## src/rtl/satx_pkg.sv

```systemverilog
package satx_pkg;

  localparam int SLOT_IDX_W = 4;
  localparam int SLOT_CNT   = 1 << SLOT_IDX_W;

  typedef enum logic [1:0] {
    FMT_I2S  = 2'd0,
    FMT_LJ   = 2'd1,
    FMT_DSPA = 2'd2,
    FMT_DSPB = 2'd3
  } fmt_e;

  typedef struct packed {
    fmt_e                  fmt;
    logic [1:0]            wl_sel;
    logic [SLOT_IDX_W-1:0] slots_m1;
    logic                  sclk_inv;
    logic                  fs_inv;
  } cfg_t;

  // index of the last bit of a slot for a word length code
  function automatic logic [4:0] last_bit_index(input logic [1:0] sel);
    case (sel)
      2'd0:    return 5'd15;
      2'd1:    return 5'd19;
      default: return 5'd23;
    endcase
  endfunction

  // active-high frame sync for the bit currently on the line
  function automatic logic frame_sync_active(input fmt_e fmt, input logic lead,
                                             input logic first_slot, input logic last_slot,
                                             input logic first_bit, input logic last_bit);
    case (fmt)
      FMT_I2S:  return (!lead && first_slot && !last_bit) || (last_slot && last_bit);
      FMT_LJ:   return !lead && first_slot;
      FMT_DSPA: return last_slot && last_bit;
      default:  return !lead && first_slot && first_bit;
    endcase
  endfunction

endpackage

```

## src/rtl/satx_cfg_hold.sv

```systemverilog
module satx_cfg_hold
  import satx_pkg::*;
#(
  parameter int MASK_W = 16
) (
  input  logic              clk,
  input  logic              rst_n,
  input  logic              port_en,
  input  cfg_t              cfg_in,
  input  logic [MASK_W-1:0] mask_in,
  output cfg_t              cfg_q,
  output logic [MASK_W-1:0] mask_q
);

  always_ff @(posedge clk or negedge rst_n) begin
    if (!rst_n) begin
      cfg_q  <= '0;
      mask_q <= '0;
    end else if (!port_en) begin
      cfg_q  <= cfg_in;
      mask_q <= mask_in;
    end
  end

endmodule

```

## src/rtl/satx_framer.sv

```systemverilog
module satx_framer #(
  parameter int BIT_W  = 5,
  parameter int SLOT_W = 4
) (
  input  logic              clk,
  input  logic              rst_n,
  input  logic              port_en,
  input  logic              bit_stb,
  input  logic [BIT_W-1:0]  last_bit_run,
  input  logic [SLOT_W-1:0] last_slot_run,
  input  logic [BIT_W-1:0]  last_bit_idle,
  input  logic [SLOT_W-1:0] last_slot_idle,
  output logic              phase_o,
  output logic              lead_o,
  output logic [BIT_W-1:0]  bit_o,
  output logic [SLOT_W-1:0] slot_o,
  output logic [SLOT_W-1:0] next_slot_o,
  output logic              fall_evt_o,
  output logic              load_evt_o
);

  logic              phase_q;
  logic              lead_q;
  logic [BIT_W-1:0]  bit_q;
  logic [SLOT_W-1:0] slot_q;
  logic              slot_end;

  assign slot_end    = lead_q || (bit_q == last_bit_run);
  assign next_slot_o = (lead_q || slot_q == last_slot_run) ? '0 : slot_q + 1'b1;
  assign fall_evt_o  = port_en && bit_stb && phase_q;
  assign load_evt_o  = fall_evt_o && slot_end;

  always_ff @(posedge clk or negedge rst_n) begin
    if (!rst_n) begin
      phase_q <= 1'b0;
      lead_q  <= 1'b1;
      bit_q   <= '0;
      slot_q  <= '0;
    end else if (!port_en) begin
      phase_q <= 1'b0;
      lead_q  <= 1'b1;
      bit_q   <= last_bit_idle;
      slot_q  <= last_slot_idle;
    end else if (bit_stb) begin
      if (!phase_q) begin
        phase_q <= 1'b1;
      end else begin
        phase_q <= 1'b0;
        lead_q  <= 1'b0;
        if (slot_end) begin
          bit_q  <= '0;
          slot_q <= next_slot_o;
        end else begin
          bit_q <= bit_q + 1'b1;
        end
      end
    end
  end

  assign phase_o = phase_q;
  assign lead_o  = lead_q;
  assign bit_o   = bit_q;
  assign slot_o  = slot_q;

endmodule

```

## src/rtl/satx_shifter.sv

```systemverilog
module satx_shifter #(
  parameter int MAX_WL = 24,
  parameter int BIT_W  = 5
) (
  input  logic              clk,
  input  logic              rst_n,
  input  logic              port_en,
  input  logic              load_evt,
  input  logic              shift_evt,
  input  logic              take_ok,
  input  logic              s_valid,
  input  logic [MAX_WL-1:0] s_data,
  input  logic [BIT_W-1:0]  last_bit,
  output logic              msb_o,
  output logic              underrun_o
);

  logic [MAX_WL-1:0] sh_q;
  logic              und_q;
  logic [BIT_W-1:0]  pad;
  logic [MAX_WL-1:0] aligned;

  assign pad     = BIT_W'(MAX_WL - 1) - last_bit;
  assign aligned = s_data << pad;

  always_ff @(posedge clk or negedge rst_n) begin
    if (!rst_n) begin
      sh_q  <= '0;
      und_q <= 1'b0;
    end else if (!port_en) begin
      sh_q  <= '0;
      und_q <= 1'b0;
    end else if (load_evt) begin
      if (!take_ok) begin
        sh_q <= '0;
      end else if (s_valid) begin
        sh_q <= aligned;
      end else begin
        sh_q  <= '0;
        und_q <= 1'b1;
      end
    end else if (shift_evt) begin
      sh_q <= sh_q << 1;
    end
  end

  assign msb_o      = sh_q[MAX_WL-1];
  assign underrun_o = und_q;

endmodule

```

## src/rtl/serial_audio_tx.sv

```systemverilog
module serial_audio_tx
  import satx_pkg::*;
#(
  parameter int MAX_WL = 24
) (
  input  logic                  clk,
  input  logic                  rst_n,
  input  logic                  port_en,
  input  logic                  bit_stb,
  input  logic [1:0]            fmt_sel,
  input  logic [1:0]            wl_sel,
  input  logic [SLOT_IDX_W-1:0] slots_m1,
  input  logic [SLOT_CNT-1:0]   slot_mask,
  input  logic                  sclk_inv,
  input  logic                  fs_inv,
  input  logic [MAX_WL-1:0]     s_data,
  input  logic                  s_valid,
  output logic                  s_ready,
  output logic                  sclk_o,
  output logic                  fs_o,
  output logic                  sd_o,
  output logic                  sd_oe_o,
  output logic                  underrun_o
);

  localparam int BIT_W  = $clog2(MAX_WL);
  localparam int SLOT_W = SLOT_IDX_W;
  localparam int CFG_W  = $bits(cfg_t) + SLOT_CNT;

  cfg_t                cfg_in;
  cfg_t                cfg_q;
  logic [SLOT_CNT-1:0] mask_q;
  logic [BIT_W-1:0]    last_bit_run;
  logic [BIT_W-1:0]    last_bit_idle;
  logic                phase;
  logic                lead;
  logic [BIT_W-1:0]    bit_q;
  logic [SLOT_W-1:0]   slot_q;
  logic [SLOT_W-1:0]   next_slot;
  logic                fall_evt;
  logic                load_evt;
  logic                next_masked;
  logic                slot_masked;
  logic                sh_msb;
  logic                fs_act;
  logic [CFG_W-1:0]    cfg_flat;

  assign cfg_in = '{fmt: fmt_e'(fmt_sel), wl_sel: wl_sel, slots_m1: slots_m1,
                    sclk_inv: sclk_inv, fs_inv: fs_inv};

  satx_cfg_hold #(.MASK_W(SLOT_CNT)) u_cfg (
    .clk     (clk),
    .rst_n   (rst_n),
    .port_en (port_en),
    .cfg_in  (cfg_in),
    .mask_in (slot_mask),
    .cfg_q   (cfg_q),
    .mask_q  (mask_q)
  );

  assign last_bit_run  = BIT_W'(last_bit_index(cfg_q.wl_sel));
  assign last_bit_idle = BIT_W'(last_bit_index(wl_sel));
  assign cfg_flat      = {cfg_q, mask_q};

  satx_framer #(.BIT_W(BIT_W), .SLOT_W(SLOT_W)) u_framer (
    .clk            (clk),
    .rst_n          (rst_n),
    .port_en        (port_en),
    .bit_stb        (bit_stb),
    .last_bit_run   (last_bit_run),
    .last_slot_run  (cfg_q.slots_m1),
    .last_bit_idle  (last_bit_idle),
    .last_slot_idle (slots_m1),
    .phase_o        (phase),
    .lead_o         (lead),
    .bit_o          (bit_q),
    .slot_o         (slot_q),
    .next_slot_o    (next_slot),
    .fall_evt_o     (fall_evt),
    .load_evt_o     (load_evt)
  );

  assign next_masked = mask_q[next_slot];
  assign slot_masked = mask_q[slot_q];
  assign s_ready     = load_evt && !next_masked;

  satx_shifter #(.MAX_WL(MAX_WL), .BIT_W(BIT_W)) u_shift (
    .clk        (clk),
    .rst_n      (rst_n),
    .port_en    (port_en),
    .load_evt   (load_evt),
    .shift_evt  (fall_evt && !load_evt),
    .take_ok    (!next_masked),
    .s_valid    (s_valid),
    .s_data     (s_data),
    .last_bit   (last_bit_run),
    .msb_o      (sh_msb),
    .underrun_o (underrun_o)
  );

  assign fs_act  = port_en && frame_sync_active(cfg_q.fmt, lead,
                                                slot_q == '0, slot_q == cfg_q.slots_m1,
                                                bit_q == '0, bit_q == last_bit_run);
  assign sd_oe_o = port_en && !lead && !slot_masked;
  assign sd_o    = sd_oe_o && sh_msb;
  assign sclk_o  = (port_en && phase) ^ cfg_q.sclk_inv;
  assign fs_o    = fs_act ^ cfg_q.fs_inv ^ (cfg_q.fmt == FMT_I2S);

endmodule

```

## config.mk

```make
export PLATFORM = sky130hd
export DESIGN_NAME = serial_audio_tx
export DESIGN_NICKNAME = d
export VERILOG_FILES = /design/src/rtl/satx_pkg.sv /design/src/rtl/satx_cfg_hold.sv /design/src/rtl/satx_framer.sv /design/src/rtl/satx_shifter.sv /design/src/rtl/serial_audio_tx.sv
export SDC_FILE = /design/constraint.sdc
export NUM_CORES = 1
export LEC_CHECK = 0
export CORE_UTILIZATION = 34
export DETAILED_ROUTE_END_ITERATION = 10
export REMOVE_ABC_BUFFERS = 1
export SYNTH_ARGS = -nofsm -noshare
export SYNTH_HDL_FRONTEND = slang
export SYNTH_SLANG_ARGS = --single-unit
```

## constraint.sdc

```tcl
create_clock -name clk -period 3.4 [get_ports clk]
set_clock_uncertainty 0.1 [all_clocks]
set_input_delay 0.51 -clock clk [delete_from_list [all_inputs] [get_ports clk]]
set_output_delay 0.51 -clock clk [all_outputs]
set_load 0.005 [all_outputs]
```

==> results of run 1 <==
-- cells by family (layout without fill, tap and decap cells) --
| group | Yosys count | count (layout) | share of synthesized area [%] |
|---|---|---|---|
| simple gates | 105 | 105 | 13.4 |
| compound gates | 101 | 101 | 17.7 |
| flops | 62 | 62 | 42.8 |
| mux | 51 | 51 | 17.4 |
| buf+inv | 38 | 102 | 4.90 |
| xor+xnor | 10 | 10 | 2.42 |
| fa+ha+maj | 4 | 4 | 1.38 |
-- metrics by stage --
stage / setup WS [ns] / hold slack, ns / power, W / util, %
2_1_floorplan: 0.242 / 0.114 / 0.00109 / -
3_3_place_gp: 0.294 / 0.357 / 0.00126 / 41.9
3_5_place_dp: 0.271 / 0.362 / 0.00127 / 41.9
4_1_cts: 0.0339 / 0.369 / 0.00201 / 44.4
5_1_grt: -0.0128 / 0.385 / 0.00210 / 44.7
6_report: 0.103 / 0.390 / 0.00199 / 44.7
-- power by group through the flow --
stage	clock network (W)	logic (W)	registers, W
4_1_cts	0.000737	0.000431	0.000841
5_1_grt	0.000769	0.000476	0.000851
2_1_floorplan	0	0.000227	0.000858
3_5_place_dp	0	0.000417	0.000857
6_report	0.000713	0.000434	0.000843
3_3_place_gp	0	0.000409	0.000855
-- worst max-delay path, stage by stage, from the launching register on --
cell             delay (ns)
dfrtp_1                0.46
buf_4                  0.24
mux4_2                 0.33
mux4_2                 0.51
nor2_2                 0.17
and2_1                 0.15
clkdlybuf4s50_1        0.49
-- area by class of cell --
type	count	area (um2)	area share, %
clock buffers	12	145	3.14
clock inverters	4	70.1	1.52
inverters	10	37.5	0.813
multi-input cells	271	1930	41.7
flip-flops and latches	62	1560	33.7
well taps	136	170	3.68
repair buffers	76	712	15.4
-- synth_stat cells (all sizes together) (2+ instances only) --
cell | number | share of area, %
mux2 | 27 | 8.4
a31oi | 4 | 0.69
mux4 | 7 | 4.3
mux2i | 17 | 4.7
and2 | 2 | 0.35
nand2 | 54 | 5.7
buf | 11 | 2.1
nand3 | 9 | 1.6
or3 | 2 | 0.35
o211ai | 2 | 0.41
clkbuf | 17 | 1.8
o41ai | 3 | 0.72
inv | 10 | 1.0
a21oi | 10 | 1.5
ha | 4 | 1.4
nor3 | 9 | 1.4
xnor2 | 9 | 2.2
nor2 | 18 | 1.9
nand4 | 2 | 0.35
or3b | 2 | 0.48
a22oi | 24 | 5.0
o21ai | 49 | 6.8
dfrtp | 61 | 42
-- layer usage --
metal	vias up	GRT usage, %	part of all wire (%)
met5	-	0	0
met4	0	7.14	2.2
met3	18	4.51	4.8
met2	70	25.8	48
met1	1437	21.1	45
li1	1459	-	-
-- registers in the layout, indices dropped and copies added, names as in the netlist --
signal	flops
u_shift.sh_q	24
u_framer.bit_o	5
u_shift.underrun_o	1
u_cfg.cfg_q	10
u_framer.slot_o	4
u_framer.lead_o	1
u_cfg.mask_q	16
u_framer.phase_o	1
-- timing repair --
action,in CTS,in global routing
setup buffers,5,0
endpoints found under the hold margin,16,0
hold buffers,1,0
pin swaps,3,1
gates resized for setup,3,7
setup endpoints to repair,4,2
-- path summary, 6_finish.rpt --
check                                               start                              to  slack [ns]  cells after the start
max                        u_framer.slot_o[0]$_DFFE_PN0P_                            sd_o        0.10                      6
min                           u_shift.sh_q[0]$_DFFE_PN0P_     u_shift.sh_q[0]$_DFFE_PN0P_        0.39                      2
max reg2reg                    u_cfg.cfg_q[7]$_DFFE_PN0N_   u_framer.bit_o[4]$_DFFE_PN0P_        0.97                      9
min reg2reg                   u_shift.sh_q[0]$_DFFE_PN0P_     u_shift.sh_q[0]$_DFFE_PN0P_        0.39                      2
max in group asynchronous                           rst_n  u_framer.slot_o[1]$_DFFE_PN0P_        1.70                      3
min in group asynchronous                           rst_n      u_cfg.cfg_q[1]$_DFFE_PN0N_        0.52                      2
==> results.yml, run 1 <==
clock_tree:
  root_buffer: "clkbuf_8"
  h-tree-depth: 3
  cts.sinks: 62
  clkLatencyLatePin_ns: 0.34
  cts_tree: "done"
  clockBufferDepth: 2
  cts.clk_slew.worst_paths_ns: 0.06
  cts_buffers: 9
grt:
  grt_use_total_pct: 16.4
  grt_overflow: 0
  grt_start_max_net_pins: 47
  grt_pass1_wl_um: 14300
  grt_pass1_vias: 2875
  antenna_found_initial: 0
die:
  die_h_um: 105
  die_x_um: 105
  fp.dieArea_um2: 11100
  io_pins: 61
  core-area_um2: 10300
  rows: 37
  start_util_pct: 35.1
setup_path:
  critPathMaxFanout: 11
  arrival_ns: 2.69
  crit_type: "reg2out"
  critPathCaptureType: "output port"
  setup.worst_path.start_class: "flip-flop"
  required_ns: 2.79
synthesis:
  synth-async-reset-ratio_pct: 100
  synth_flop_cell: "dfrtp_1"
  synth_warnings: 0
  synthCells: 371
  postSynthAreaPerCell_um2: 9.77
  syn-cell-area_um2: 3630
  seq_area_frac_synth_pct: 42.8
  ys_seq_elements: 62
  synth-edff-count: 0
  ys_types: 50
sta:
  fin_tns_setup_ns: 0
  worst_pin_slew_ns: 0.889
  post-route-min-period_ns: 3.30
  fin_crit_sh_pct: 97.0
  worst_slew_margin_rel_pct: 40.5
  finalHoldViolations: 0
  clock.fmax_mhz: 303
  drv_slew: 0
  setup_viol_count_final: 0
placed_design:
  post_dp_cell_area_um2: 4320
  portBuffers: 60
  place_congestion: 0.842
  dp_hpwl_um: 6000
  placed_cells: 549
outcome:
  outcome: "finished clean"
cells_and_area:
  design_area_um2: 4620
  fill_cells: 992
  final_cell_mix: "dfrtp_1, clkdlybuf4s50_1, nand2_1"
  n_antenna_cell: 0
  mostFrequentLayoutCell: "dfrtp_1"
  area_growth_pct: 27.4
  drive_gt1_share_pct: 18.6
  nNetsFinal: 489
  instances_no_fill: 571
detailed_routing:
  routed_wl_um: 8610
  drc: 0
  first_iter_violations: 176
  drtPass1Iterations: 4
  wl_per_cell_um: 15.1
  vias: 2984
  ant_nets: 0
  vias_per_cell: 5.23
pwr:
  p_per_area_nw_per_um2: 431
  combPwrFrac_pct: 21.8
  p_sw_w: 0.000547
  leakage_nw: 1.90
  power.internal_w: 0.00144
  pwr-share-clk_pct: 35.8
  p_seq_share_pct: 42.4
  max-vdd-ir-drop_mv: 0.208
  switching_share_pct: 27.5
min_path:
  hold_class: "reg2reg"
run:
  maxCapViolations: 0
Power figures use the tool's default switching activity.
==> run 2: changes to the inputs <==
- GPL_ROUTABILITY_DRIVEN: default -> 0
==> results of run 2 <==
No change in the layout: final DEF, timing and power equal those of run 1.
==> run 3: changes to the inputs <==
- RECOVER_POWER: default -> 100
==> results.yml, run 3 (synthesis results as in run 1) <==
setup_path:
  setup.worst_path.start_class: "flip-flop"
  arrival_ns: 2.68
  required_ns: 2.79
  rr_worst_depth: 10
  critPathCapture: "sd_o"
  crit_type: "reg2out"
  critPathCaptureType: "output port"
  reg2reg_to: "u_shift.sh_q[20]$_DFFE_PN0P_"
  rr_startpoint: "u_framer.bit_o[0]$_DFFE_PN0P_"
  critPathMaxFanout: 11
  reg2reg_slack_ns: 0.43
  cp-startpoint: "u_framer.slot_o[0]$_DFFE_PN0P_"
detailed_routing:
  vias: 2986
  vias_per_cell: 5.23
  first_iter_violations: 170
  drtPass1Iterations: 4
  drc: 0
  ant_nets: 0
  routed_wl_um: 8570
  wl_per_cell_um: 15.0
sta:
  post-route-min-period_ns: 3.29
  drv_slew: 46
  worst_slew_margin_rel_pct: -7.00
  finalHoldViolations: 0
  fin_tns_setup_ns: 0
  setup_viol_count_final: 0
  fin_ws_ns: 0.107
  clock.fmax_mhz: 304
  fin_crit_sh_pct: 96.9
  finalHoldWorstSlack_ns: 0.384
  worst_pin_slew_ns: 1.60
placed_design:
  dp_slack_ns: 0.271
  portBuffers: 60
  dp_hpwl_um: 6000
  placed_cells: 549
clock_tree:
  clockBufferDepth: 2
  cts_tree: "done"
  root_buffer: "clkbuf_8"
  cts.sinks: 62
  clkLatencyLatePin_ns: 0.34
  h-tree-depth: 3
  cts.clk_slew.worst_paths_ns: 0.06
  cts_buffers: 9
grt:
  grt_pass1_wl_um: 14300
  grt_pass1_vias: 2875
  grt_start_max_net_pins: 47
  grt_util_met3_pct: 4.51
  grt_use_total_pct: 16.4
  grt_use_met2_pct: 25.8
  antenna_found_initial: 0
  use_met1_pct: 21.1
  grt.busiest_layer: "met2"
  grt_overflow: 0
cells_and_area:
  n_antenna_cell: 0
  area_growth_pct: 26.7
  reg_top3: "u_shift.sh_q: 24 flops, u_cfg.mask_q: 16 flops, u_cfg.cfg_q: 10 flops"
  top_register: "u_shift.sh_q"
  instances_no_fill: 571
  mostFrequentLayoutCell: "dfrtp_1"
  largest_reg_flops: 24
  drive_gt1_share_pct: 17.0
  final_cell_mix: "dfrtp_1, nand2_1, clkdlybuf4s50_1"
  finish.utilization_pct: 44.5
  nNetsFinal: 489
die:
  rows: 37
  fp.dieArea_um2: 11100
  die_h_um: 105
  die_x_um: 105
  start_util_pct: 35.1
  io_pins: 61
  core-area_um2: 10300
outcome:
  violations: "max-capacitance violations, max-slew violations"
  outcome: "finished with violations"
pwr:
  max-vdd-ir-drop_mv: 0.209
  p_per_area_nw_per_um2: 432
  leakage_nw: 1.89
min_path:
  hold_class: "reg2reg"
run:
  maxCapViolations: 1
run 3: changes by cell type in the layout (fill, tap and decap cells not counted), moves of 2 or more:
cell,previous run,this run
o21ai_0,21,45
o21ai_1,28,4
clkdlybuf4s50_1,57,54
buf_4,15,9
clkbuf_1,2,7
dlygate4sd3_1,1,4
clkbuf_2,0,2
run 3: where the power goes:
part / internal [W] / switching (W)
Combinational: 0.000221 / 0.000208
Clock: 0.000431 / 0.000282
Sequential: 0.000788 / 0.0000547
Total: 0.00144 / 0.000544
run 3: critical path, stage by stage (launching register included):
cell and delay (ns):
dfrtp_1 0.46, buf_4 0.24, mux4_2 0.33, mux4_2 0.51
nor2_2 0.17, and2_1 0.15, clkdlybuf4s50_1 0.49
run 3: final cells by class:
| cell class | count | area (um2) |
|---|---|---|
| inverters | 10 | 37.5 |
| fillers | 1000 | 5730 |
| repair buffers | 76 | 691 |
| multi-input cells | 271 | 1920 |
| clock inverters | 4 | 70.1 |
| clock buffers | 12 | 145 |
| well taps | 136 | 170 |
| flip-flops and latches | 62 | 1560 |
run 3: per-layer routing:
metal | vias to the layer above | wire length [um] | part of all wire [%]
met2 | 81 | 4140 | 48
li1 | 1459 | - | -
met4 | 0 | 188 | 2.2
met1 | 1428 | 3790 | 44
met3 | 18 | 454 | 5.3
met5 | - | 0 | 0
run 3: metrics by stage:
step / area (um2) / total power (W)
final: 4590 / 0.00198
after global routing: 4590 / 0.00209
after CTS: 4590 / 0.00201
after detailed placement: 4320 / 0.00127
after global placement: 4320 / 0.00126
after floorplan: 3490 / 0.00109
run 3: worst min path at each step:
stage / from / endpoint / slack [ns] / cells past startpoint
floorplan: rst_n / u_cfg.cfg_q[0]$_DFFE_PN0N_ / 0.11 / 0
global placement: rst_n / u_framer.phase_o$_DFFE_PN0P_ / 0.36 / 1
detailed placement: rst_n / u_cfg.cfg_q[1]$_DFFE_PN0N_ / 0.36 / 1
CTS: port_en / u_framer.bit_o[1]$_DFFE_PN0P_ / 0.37 / 2
global route: port_en / u_framer.bit_o[1]$_DFFE_PN0P_ / 0.38 / 2
finish: u_shift.sh_q[0]$_DFFE_PN0P_ / u_shift.sh_q[0]$_DFFE_PN0P_ / 0.38 / 2
run 3: timing repair:
item | 4_1_cts | 5_1_grt
hold buffers | 1 | 0
resized for setup | 3 | 7
setup endpoints to repair | 4 | 2
hold endpoints to repair | 16 | 0
pin swaps | 3 | 1
buffers inserted | 5 | 0
